[config.mk]
export PLATFORM = sky130hd
export DESIGN_NAME = fde_sequencer
export DESIGN_NICKNAME = d
export VERILOG_FILES = /design/src/rtl/fde_pkg.sv /design/src/rtl/fde_decode.sv /design/src/rtl/fde_fsm.sv /design/src/rtl/fde_datapath.sv /design/src/rtl/fde_sequencer.sv
export SDC_FILE = /design/constraint.sdc
export NUM_CORES = 1
export LEC_CHECK = 0
export ABC_CLOCK_PERIOD_IN_PS = 2400
export BUFFER_PORTS_ARGS = -buffer_cell sky130_fd_sc_hd__buf_2
export CELL_PAD_IN_SITES_DETAIL_PLACEMENT = 0
export CELL_PAD_IN_SITES_GLOBAL_PLACEMENT = 1
export CORE_MARGIN = 2
export CORE_UTILIZATION = 35
export DETAILED_ROUTE_END_ITERATION = 8
export PLACE_DENSITY = 0.71
export SLEW_MARGIN = 20
export SYNTH_ARGS = -nofsm -noshare
export SYNTH_HDL_FRONTEND = slang
export SYNTH_SLANG_ARGS = --single-unit
export TNS_END_PERCENT = 50
[constraint.sdc]
create_clock -name clk -period 2.4 [get_ports clk]
set_input_delay 0.48 -clock clk [delete_from_list [all_inputs] [get_ports clk]]
set_output_delay 0.48 -clock clk [all_outputs]
set_load 0.005 [all_outputs]
[src/rtl/fde_pkg.sv]
package fde_pkg;

  localparam int OPC_W = 4;

  typedef enum logic [2:0] {
    OP_NOP   = 3'd0,
    OP_LOAD  = 3'd1,
    OP_STORE = 3'd2,
    OP_ADDI  = 3'd3,
    OP_JUMP  = 3'd4,
    OP_CALL  = 3'd5,
    OP_RET   = 3'd6,
    OP_RSVD  = 3'd7
  } op_e;

  typedef enum logic [4:0] {
    S_F_MAR, S_F_RD, S_F_MBR, S_F_IR, S_F_DEC,
    S_I_MAR, S_I_RD, S_I_MBR,
    S_LD_MAR, S_LD_RD, S_LD_MBR, S_LD_ACC,
    S_ST_MAR, S_ST_WR,
    S_ADDI, S_JUMP,
    S_C_PUSH, S_C_WR,
    S_R_MAR, S_R_RD, S_R_MBR, S_R_PC
  } seq_state_e;

  typedef enum logic [2:0] {MAR_HOLD, MAR_PC, MAR_OPND, MAR_EA, MAR_SPDN, MAR_SP} mar_sel_e;
  typedef enum logic [1:0] {MBR_HOLD, MBR_MEM, MBR_ACC, MBR_PC} mbr_sel_e;
  typedef enum logic [1:0] {PC_HOLD, PC_INC, PC_EA, PC_MBR} pc_sel_e;
  typedef enum logic [1:0] {EA_HOLD, EA_OPND, EA_MEM} ea_sel_e;
  typedef enum logic [1:0] {ACC_HOLD, ACC_MBR, ACC_ADDI} acc_sel_e;
  typedef enum logic [1:0] {SP_HOLD, SP_DEC, SP_INC} sp_sel_e;

  typedef struct packed {
    mar_sel_e mar;
    mbr_sel_e mbr;
    logic     ir_we;
    pc_sel_e  pc;
    ea_sel_e  ea;
    acc_sel_e acc;
    sp_sel_e  sp;
  } ctrl_t;

  function automatic logic is_access(seq_state_e s);
    return s inside {S_F_RD, S_I_RD, S_LD_RD, S_ST_WR, S_C_WR, S_R_RD};
  endfunction

  function automatic logic is_write(seq_state_e s);
    return s inside {S_ST_WR, S_C_WR};
  endfunction

endpackage

[src/rtl/fde_decode.sv]
module fde_decode
  import fde_pkg::*;
(
  input  logic [OPC_W-1:0] opc,
  output op_e              op,
  output logic             ind
);

  always_comb begin
    op  = op_e'(opc[OPC_W-2:0]);
    // the indirect flag only matters for operations that use an address
    ind = opc[OPC_W-1] & (op inside {OP_LOAD, OP_STORE, OP_JUMP, OP_CALL});
  end

endmodule

[src/rtl/fde_fsm.sv]
module fde_fsm
  import fde_pkg::*;
(
  input  logic       clk,
  input  logic       rst,
  input  op_e        op,
  input  logic       ind,
  output seq_state_e state_q,
  output ctrl_t      ctrl,
  output logic       mem_en_q,
  output logic       mem_rnw_q
);

  seq_state_e state_n;

  function automatic seq_state_e exec_entry(op_e o);
    unique case (o)
      OP_LOAD:  return S_LD_MAR;
      OP_STORE: return S_ST_MAR;
      OP_JUMP:  return S_JUMP;
      OP_CALL:  return S_C_PUSH;
      default:  return S_F_MAR;
    endcase
  endfunction

  always_comb begin
    ctrl    = '0;
    state_n = state_q;
    unique case (state_q)
      S_F_MAR:  begin ctrl.mar = MAR_PC;  state_n = S_F_RD;  end
      S_F_RD:   state_n = S_F_MBR;
      S_F_MBR:  begin ctrl.mbr = MBR_MEM; state_n = S_F_IR;  end
      S_F_IR:   begin ctrl.ir_we = 1'b1;  state_n = S_F_DEC; end
      S_F_DEC: begin
        ctrl.pc = PC_INC;
        ctrl.ea = EA_OPND;
        unique case (op)
          OP_ADDI: state_n = S_ADDI;
          OP_RET:  state_n = S_R_MAR;
          OP_LOAD, OP_STORE, OP_JUMP, OP_CALL:
                   state_n = ind ? S_I_MAR : exec_entry(op);
          default: state_n = S_F_MAR;
        endcase
      end
      S_I_MAR:  begin ctrl.mar = MAR_OPND; state_n = S_I_RD; end
      S_I_RD:   state_n = S_I_MBR;
      S_I_MBR:  begin ctrl.mbr = MBR_MEM; ctrl.ea = EA_MEM; state_n = exec_entry(op); end
      S_LD_MAR: begin ctrl.mar = MAR_EA;  state_n = S_LD_RD;  end
      S_LD_RD:  state_n = S_LD_MBR;
      S_LD_MBR: begin ctrl.mbr = MBR_MEM; state_n = S_LD_ACC; end
      S_LD_ACC: begin ctrl.acc = ACC_MBR; state_n = S_F_MAR;  end
      S_ST_MAR: begin ctrl.mar = MAR_EA;  ctrl.mbr = MBR_ACC; state_n = S_ST_WR; end
      S_ST_WR:  state_n = S_F_MAR;
      S_ADDI:   begin ctrl.acc = ACC_ADDI; state_n = S_F_MAR; end
      S_JUMP:   begin ctrl.pc = PC_EA;     state_n = S_F_MAR; end
      S_C_PUSH: begin
        ctrl.mar = MAR_SPDN;
        ctrl.mbr = MBR_PC;
        ctrl.sp  = SP_DEC;
        state_n  = S_C_WR;
      end
      S_C_WR:   begin ctrl.pc = PC_EA; state_n = S_F_MAR; end
      S_R_MAR:  begin ctrl.mar = MAR_SP; state_n = S_R_RD; end
      S_R_RD:   state_n = S_R_MBR;
      S_R_MBR:  begin ctrl.mbr = MBR_MEM; state_n = S_R_PC; end
      S_R_PC:   begin ctrl.pc = PC_MBR; ctrl.sp = SP_INC; state_n = S_F_MAR; end
      default:  state_n = S_F_MAR;
    endcase
  end

  always_ff @(posedge clk) begin
    if (rst) begin
      state_q   <= S_F_MAR;
      mem_en_q  <= 1'b0;
      mem_rnw_q <= 1'b1;
    end else begin
      state_q   <= state_n;
      mem_en_q  <= is_access(state_n);
      mem_rnw_q <= ~is_write(state_n);
    end
  end

endmodule

[src/rtl/fde_datapath.sv]
module fde_datapath
  import fde_pkg::*;
#(
  parameter  int ADDR_W = 8,
  localparam int WORD_W = ADDR_W + OPC_W
) (
  input  logic              clk,
  input  logic              rst,
  input  ctrl_t             ctrl,
  input  logic [WORD_W-1:0] mem_rdata,
  output logic [ADDR_W-1:0] mar_q,
  output logic [ADDR_W-1:0] pc_q,
  output logic [ADDR_W-1:0] sp_q,
  output logic [WORD_W-1:0] mbr_q,
  output logic [WORD_W-1:0] ir_q,
  output logic [WORD_W-1:0] acc_q
);

  localparam logic [ADDR_W-1:0] SP_TOP = {ADDR_W{1'b1}};

  logic [ADDR_W-1:0] ea_q;
  logic [ADDR_W-1:0] operand;

  assign operand = ir_q[ADDR_W-1:0];

  always_ff @(posedge clk) begin
    if (rst) begin
      mar_q <= '0;
      mbr_q <= '0;
      ir_q  <= '0;
      pc_q  <= '0;
      ea_q  <= '0;
      acc_q <= '0;
      sp_q  <= SP_TOP;
    end else begin
      unique case (ctrl.mar)
        MAR_PC:   mar_q <= pc_q;
        MAR_OPND: mar_q <= operand;
        MAR_EA:   mar_q <= ea_q;
        MAR_SPDN: mar_q <= sp_q - 1'b1;
        MAR_SP:   mar_q <= sp_q;
        default:  ;
      endcase
      unique case (ctrl.mbr)
        MBR_MEM: mbr_q <= mem_rdata;
        MBR_ACC: mbr_q <= acc_q;
        MBR_PC:  mbr_q <= WORD_W'(pc_q);
        default: ;
      endcase
      if (ctrl.ir_we) ir_q <= mbr_q;
      unique case (ctrl.pc)
        PC_INC:  pc_q <= pc_q + 1'b1;
        PC_EA:   pc_q <= ea_q;
        PC_MBR:  pc_q <= mbr_q[ADDR_W-1:0];
        default: ;
      endcase
      unique case (ctrl.ea)
        EA_OPND: ea_q <= operand;
        EA_MEM:  ea_q <= mem_rdata[ADDR_W-1:0];
        default: ;
      endcase
      unique case (ctrl.acc)
        ACC_MBR:  acc_q <= mbr_q;
        ACC_ADDI: acc_q <= acc_q + WORD_W'(operand);
        default:  ;
      endcase
      unique case (ctrl.sp)
        SP_DEC:  sp_q <= sp_q - 1'b1;
        SP_INC:  sp_q <= sp_q + 1'b1;
        default: ;
      endcase
    end
  end

endmodule

[src/rtl/fde_sequencer.sv]
module fde_sequencer
  import fde_pkg::*;
#(
  parameter  int ADDR_W = 8,
  localparam int WORD_W = ADDR_W + OPC_W
) (
  input  logic              clk,
  input  logic              rst,
  output logic              mem_en,
  output logic              mem_rnw,
  output logic [ADDR_W-1:0] mem_addr,
  output logic [WORD_W-1:0] mem_wdata,
  input  logic [WORD_W-1:0] mem_rdata,
  output logic [ADDR_W-1:0] pc_o,
  output logic [ADDR_W-1:0] sp_o,
  output logic [WORD_W-1:0] acc_o,
  output logic [WORD_W-1:0] ir_o
);

  seq_state_e state_w;
  ctrl_t      ctrl_w;
  op_e        op_w;
  logic       ind_w;

  fde_decode u_decode (
    .opc (ir_o[WORD_W-1:ADDR_W]),
    .op  (op_w),
    .ind (ind_w)
  );

  fde_fsm u_fsm (
    .clk       (clk),
    .rst       (rst),
    .op        (op_w),
    .ind       (ind_w),
    .state_q   (state_w),
    .ctrl      (ctrl_w),
    .mem_en_q  (mem_en),
    .mem_rnw_q (mem_rnw)
  );

  fde_datapath #(.ADDR_W(ADDR_W)) u_dp (
    .clk       (clk),
    .rst       (rst),
    .ctrl      (ctrl_w),
    .mem_rdata (mem_rdata),
    .mar_q     (mem_addr),
    .pc_q      (pc_o),
    .sp_q      (sp_o),
    .mbr_q     (mem_wdata),
    .ir_q      (ir_o),
    .acc_q     (acc_o)
  );

endmodule

Yosys cells after proc, flatten, opt, wreduce, memory -nomap -nowiden
Index checks and enable logic that the tools add are counted.
Word-level totals
  flip-flop bits (word level): 75
  input port bits: 14
  output and inout port bits: 62
Operators by class
  add/sub/neg operators: 4
  equal/unequal tests: 49
  mux-type cells: 17
  bitwise logic cells: 2
  reductions and logical operators: 14
Operators by type and width (number)
  case mux 5 bit (16 select lines): 1
  equality test 5 x 4 -> 1 bit, second input constant: 9
  equality test 5 bit, second input constant: 8
  case mux 8 bit (5 select lines): 1
  case mux 12 bit (3 select lines): 1
  case mux 8 bit (2 select lines): 2
  equality test 5 x 3 -> 1 bit, second input constant: 5
  case mux 12 bit (2 select lines): 1
  case mux 8 bit (3 select lines): 1
  case mux 5 bit (4 select lines): 1
  adder 8 x 1 -> 8 bit, second input constant: 2
  equality test 3 bit, second input constant: 5
  case mux 3 bit (5 select lines): 1
  case mux 5 bit (3 select lines): 1
  equality test 2 bit, second input constant: 7
  adder 12 x 8 -> 12 bit: 1
  equality test 3 x 2 -> 1 bit, second input constant: 4
  case mux 2 bit (2 select lines): 3
  case mux 2 bit (3 select lines): 2
  equality test 2 x 1 -> 1 bit, second input constant: 5
  equality test 5 x 1 -> 1 bit, second input constant: 2
  equality test 5 x 2 -> 1 bit, second input constant: 2
  nonzero test 2 bit: 4
  OR reduction 4 bit: 2
  12 further kinds: 15

Depth between registers and ports, before layout
  depth in word-level cells: 9
  depth in mapped cells: 11

Hierarchy
A second synthesis with hierarchy kept.
Unflattened totals
  cells, all modules: 584
  area, all modules: 5026.1 sq um
By module, submodules not included
  fde_datapath: instances 1, cells an instance 473, area an instance 4231.6 sq um, seq. area each 1361.3 sq um
  fde_fsm: instances 1, cells an instance 105, area an instance 754.5 sq um, seq. area each 140.1 sq um
  fde_decode: instances 1, cells an instance 6, area an instance 40.0 sq um, seq. area each 0.0 sq um

Least setup slack after synthesis
Ideal clock, no wire load.
  kind: flip-flop to flip-flop
  start: register u_fsm.state_q[1]
  end: register u_dp.acc_q[11]
  setup time: 0.091 ns
  arrival: 2.377 ns
  slack: -0.068 ns
  stages on the path, launching flop included: 10
  period minus slack after synthesis: 2.468 ns
  path through: dfxtp_1 -> buf_2 -> nand3b_1 -> or3_1 -> ha_1 -> clkbuf_1 -> clkinv_1 -> o2bb2a_1 -> nor2_1 -> a311oi_1
On the way
  word-level cells in the longest chain between the ends: 4
  elaborated cells between the ends (all ways): 7
  classes of those cells: 4 x eq/ne; 2 x mux; 1 x reduce/logical
Ends and longest elaborated chain
  start: declaration: line fde_fsm.sv:8  | output seq_state_e state_q,
  start signal: assignment: line fde_fsm.sv:77  | state_q <= state_n;
  equality test 5 x 4 -> 1 bit: line fde_fsm.sv:29  | unique case (state_q)
  case mux 2 bit (2 select lines) (*): line fde_fsm.sv:29
  equality test 2 bit / equality test 2 x 1 -> 1 bit (equally long branches): line fde_datapath.sv:62  | unique case (ctrl.acc)
  case mux 12 bit (2 select lines) / nonzero test 2 bit (equally long branches)
  end signal: assignment: line fde_datapath.sv:63  | ACC_MBR: acc_q <= mbr_q;
  end signal: assignment: line fde_datapath.sv:64  | ACC_ADDI: acc_q <= acc_q + WORD_W'(operand);
  end: declaration: line fde_datapath.sv:16  | output logic [WORD_W-1:0] acc_q
Mark *: on every way between the ends. The rest lies on a longest branch, timed or not.
A chain may end at the register's enable or synchronous reset.

Final worst setup path
  start: register u_fsm.state_q[2]
  end: register u_dp.sp_q[5]
On the way
  word-level cells in the longest chain between the ends: 4
  elaborated cells between the ends (all ways): 7
  classes of those cells: 4 x eq/ne; 2 x mux; 1 x reduce/logical
Ends and longest elaborated chain
  equality test 5 bit: line fde_fsm.sv:29
  case mux 2 bit (2 select lines) (*): line fde_fsm.sv:29
  equality test 2 bit / equality test 2 x 1 -> 1 bit (equally long branches): line fde_datapath.sv:67  | unique case (ctrl.sp)
  case mux 8 bit (2 select lines) / nonzero test 2 bit (equally long branches)
  end signal: assignment: line fde_datapath.sv:68  | SP_DEC: sp_q <= sp_q - 1'b1;
  end signal: assignment: line fde_datapath.sv:69  | SP_INC: sp_q <= sp_q + 1'b1;
  end: declaration: line fde_datapath.sv:13  | output logic [ADDR_W-1:0] sp_q,
Marked as above.

==> impl_metrics.xml <==
<?xml version="1.0" encoding="UTF-8"?>
<metrics>
  <group name="power_and_ir_drop">
    <metric name="power_leakage" unit="uW">0.00231</metric>
    <metric name="share_seq_of_total_power" unit="%">44.8</metric>
    <metric name="pwr-share-comb" unit="%">13.0</metric>
    <metric name="total_power_per_unit_cell_area" unit="nW/um2">527</metric>
    <metric name="sw_frac_of_total" unit="%">28.5</metric>
    <metric name="power_switching" unit="uW">875</metric>
    <metric name="share_clk_of_total_power" unit="%">42.2</metric>
    <metric name="peakVddDrop" unit="V">0.000270</metric>
    <metric name="internal-power" unit="uW">2200</metric>
  </group>
  <group name="clock_tree">
    <metric name="post-cts-setup-buffers" unit="">0</metric>
    <metric name="clock_sink_count" unit="">75</metric>
    <metric name="h-tree-depth" unit="">3</metric>
    <metric name="numCtsBuffers" unit="">9</metric>
    <metric name="clkSlewWorstSetupHoldPaths" unit="ns">0.06</metric>
    <metric name="clock-root-buffer" unit="">sky130_fd_sc_hd__clkbuf_16</metric>
    <metric name="tritoncts" unit="">built</metric>
    <metric name="clock_tree.buffer_depth" unit="">2</metric>
    <metric name="clk-insertion-delay-late" unit="ns">0.34</metric>
  </group>
  <group name="drt">
    <metric name="route.detailed.wl_per_inst" unit="um">17.7</metric>
    <metric name="detail_route.drc_violations" unit="">0</metric>
    <metric name="drt_first_iter_violations" unit="">319</metric>
    <metric name="drt-vias-per-instance" unit="">5.67</metric>
    <metric name="route.final.wire_length" unit="um">15500</metric>
    <metric name="final_antenna_net_count" unit="">0</metric>
    <metric name="route.vias.total" unit="">4955</metric>
    <metric name="drt_pre_antenna_iters" unit="">5</metric>
  </group>
  <group name="placement">
    <metric name="place.detailed.hpwl" unit="um">11500</metric>
    <metric name="dpl_worst_slack" unit="ns">0.113</metric>
    <metric name="place.port_buffers" unit="">75</metric>
    <metric name="gp_congestion" unit="">0.875</metric>
  </group>
  <group name="critical_path">
    <metric name="worst-setup-path-type" unit="">register to register</metric>
    <metric name="cp_max_fo" unit="">6</metric>
    <metric name="startpoint_kind_of_the_worst_setup_timing_path" unit="">register</metric>
    <metric name="worstSetupEndpointType" unit="">register</metric>
    <metric name="critPathRequiredTime" unit="ns">2.62</metric>
    <metric name="arrival" unit="ns">2.52</metric>
  </group>
  <group name="sta">
    <metric name="setup_viol" unit="">0</metric>
    <metric name="finalClockSkew" unit="ns">0.00904</metric>
    <metric name="hold-worst-slack" unit="ns">0.424</metric>
    <metric name="worst_setup_margin" unit="ns">0.102</metric>
    <metric name="final_min_period_over_clock_period" unit="%">95.8</metric>
    <metric name="peak_clock_frequency_supported_by_timing" unit="MHz">435</metric>
    <metric name="timing.final.max_slew_violations" unit="">0</metric>
    <metric name="worstMarginPinSlew" unit="ns">0.855</metric>
    <metric name="min_period" unit="ns">2.30</metric>
    <metric name="worst_slew_margin_rel" unit="%">43.0</metric>
    <metric name="timing_hold_violations_final" unit="">0</metric>
    <metric name="rsz0062_at_grt" unit="">false</metric>
  </group>
  <group name="floorplanning">
    <metric name="die_w" unit="um">122</metric>
    <metric name="placeable_core_area" unit="um2">13800</metric>
    <metric name="effective_utilization_at_floorplan" unit="%">35.5</metric>
    <metric name="top_level_i_o_count" unit="">76</metric>
    <metric name="die-area" unit="um2">14900</metric>
    <metric name="die_h" unit="um">122</metric>
    <metric name="number_of_standard_cell_rows_in_the_floorplan" unit="">43</metric>
  </group>
  <group name="finish">
    <metric name="diodes" unit="">0</metric>
    <metric name="drive_above_1_share" unit="%">23.1</metric>
    <metric name="finish.utilization" unit="%">42.3</metric>
    <metric name="multi_input_area" unit="um2">3040</metric>
    <metric name="area_growth_syn_to_layout" unit="%">19.1</metric>
    <metric name="nets" unit="">718</metric>
    <metric name="final-seq-area" unit="um2">1500</metric>
    <metric name="layout.filler_cells" unit="">1422</metric>
  </group>
  <group name="status">
    <metric name="run_status" unit="">finished, final reports clean</metric>
  </group>
  <group name="global_routing">
    <metric name="gr-total-overflow" unit="">0</metric>
    <metric name="grt_max_degree" unit="">42</metric>
    <metric name="grt_pass1_wl" unit="um">25300</metric>
    <metric name="grt_use_total" unit="%">21.6</metric>
    <metric name="grt_antenna_before_repair" unit="">0</metric>
    <metric name="grt_pass1_vias" unit="">4728</metric>
  </group>
  <group name="synthesis">
    <metric name="synth_edf_count" unit="">0</metric>
    <metric name="netlist_area" unit="um2">4890</metric>
    <metric name="yosys_warnings" unit="">0</metric>
    <metric name="synthCells" unit="">611</metric>
    <metric name="yosys.cell_count.top_type" unit="">sky130_fd_sc_hd__nor2_1</metric>
    <metric name="postSynthNetCount" unit="">640</metric>
    <metric name="synth_top_area_share" unit="%">30.7</metric>
    <metric name="seq_area_frac_synth" unit="%">30.7</metric>
    <metric name="async_set_reset_flop_share_out_of_synthesis" unit="%">0</metric>
    <metric name="yosys-top-cells-count" unit="">76 x sky130_fd_sc_hd__nor2_1, 75 x sky130_fd_sc_hd__dfxtp_1, 47 x sky130_fd_sc_hd__nand2_1</metric>
    <metric name="synthTopCellsByArea" unit="">sky130_fd_sc_hd__dfxtp_1 31%, sky130_fd_sc_hd__nor2_1 5.8%, sky130_fd_sc_hd__a21oi_1 4.6%</metric>
    <metric name="synth_ff_type" unit="">sky130_fd_sc_hd__dfxtp_1</metric>
    <metric name="synthDominantAreaCellType" unit="">sky130_fd_sc_hd__dfxtp_1</metric>
    <metric name="yosys_register_bits" unit="">75</metric>
    <metric name="synth_cell_types" unit="">80</metric>
    <metric name="syn_area_per_cell" unit="um2">8.00</metric>
  </group>
  <group name="hold_path">
    <metric name="hp-class" unit="">input port to register</metric>
  </group>
  <group name="job">
    <metric name="max_cap_viol_count" unit="">0</metric>
  </group>
</metrics>
power groups by stage:
stage,Clock [uW],Sequential [uW],Combinational [uW]
final,1300,1380,399
after global routing,1370,1390,443
after CTS,1310,1380,399
after detailed placement,0,1400,397
after global placement,0,1400,393
after floorplan,0,1380,255
metal layers:
layer | vias up | track usage (%) | share of wire, %
met5 | - | 0 | 0
met4 | 0 | 6.47 | 1.2
met3 | 13 | 3.28 | 5.9
met2 | 163 | 33.4 | 45
met1 | 2374 | 31.0 | 47
li1 | 2405 | - | -
cell type report:
cell class | count | share of cell area (%)
inverter | 21 | 1.40
sequential | 75 | 25.8
clock buffer | 10 | 4.10
clock inverter | 6 | 0.666
timing repair buffer | 118 | 12.0
multi-input combinational | 464 | 52.2
tap | 180 | 3.87
flip-flops by register name (all words and copies together) (netlist names), 5 cells and up:
name	cells
u_dp.ir_q	12
u_dp.mbr_q	12
u_fsm.state_q	5
u_dp.mar_q	8
u_dp.sp_q	8
u_dp.pc_q	8
u_dp.acc_q	12
u_dp.ea_q	8
worst max-delay path, stage by stage, from the launching register on:
cell and delay (ns):
sky130_fd_sc_hd__dfxtp_1 0.41, sky130_fd_sc_hd__buf_4 0.18, sky130_fd_sc_hd__nor3b_2 0.06, sky130_fd_sc_hd__and2_4 0.16, sky130_fd_sc_hd__inv_1 0.05, sky130_fd_sc_hd__ha_2 0.24, sky130_fd_sc_hd__nand2_1 0.07, sky130_fd_sc_hd__nor3_1 0.27
sky130_fd_sc_hd__a32oi_1 0.18, sky130_fd_sc_hd__o21a_1 0.21, sky130_fd_sc_hd__or3_1 0.34
cells in the final DEF, fill, tap and decap left out, drive strengths merged, types with 3 or more instances in the layout:
| cell | n |
|---|---|
| ha | 14 |
| and2 | 5 |
| a21o | 5 |
| inv | 22 |
| nor3 | 19 |
| nand2 | 47 |
| a31oi | 3 |
| a32oi | 3 |
| nand3b | 3 |
| a22oi | 20 |
| nor2b | 5 |
| xnor2 | 8 |
| a21oi | 46 |
| and3 | 7 |
| nor2 | 78 |
| a311oi | 15 |
| a221o | 4 |
| o22ai | 5 |
| o21ai | 31 |
| o21a | 7 |
| nand4 | 6 |
| nor4 | 5 |
| o21bai | 3 |
| dfxtp | 75 |
| nand3 | 15 |
| nor3b | 4 |
| clkinv | 3 |
| buf | 118 |
| a211oi | 18 |
| nand2b | 9 |
| clkbuf | 10 |
| xor2 | 7 |
| a221oi | 8 |
| or3 | 8 |
| mux2i | 20 |
metrics by stage:
| step | setup TNS (ns) | instance area [um2] | total power [uW] | std cells |
|---|---|---|---|---|
| after CTS | 0 | 5810 | 3090 | 874 |
| after detailed placement | 0 | 5540 | 1800 | 858 |
| after global placement | 0 | 5540 | 1790 | 858 |
| after floorplan | -0.0302 | 4890 | 1630 | 611 |
| after global routing | 0 | 5830 | 3200 | 874 |
| final | 0 | 5830 | 3070 | 874 |
path summary, 6_finish.rpt:
kind	startpoint	to	slack [ns]	depth (start not counted)
setup / recovery	u_fsm.state_q[2]	u_dp.sp_q[5]	0.10	10
hold / removal	mem_rdata[3]	u_dp.mbr_q[3]	0.42	3
setup reg to reg	u_fsm.state_q[2]	u_dp.sp_q[5]	0.10	10
hold reg to reg	u_dp.mar_q[0]	u_dp.mar_q[0]	0.47	2
kinds of logic (layout without fill, tap and decap cells):
logic type,Yosys count,in the layout,synth area share (%)
flops,75,75,30.7
xor+xnor,15,15,2.69
compound gates,188,188,27.4
buf+inv,72,155,7.29
simple gates,224,224,23.4
fa+ha+maj,15,15,3.99
mux,22,22,4.55
what timing repair did:
action / in CTS / in global routing
endpoints found under the hold margin: 0 / 0
setup endpoints to repair: 0 / 6
hold buffers: 0 / 0
gates resized for setup: 0 / 4
Power figures use the tool's default switching activity.
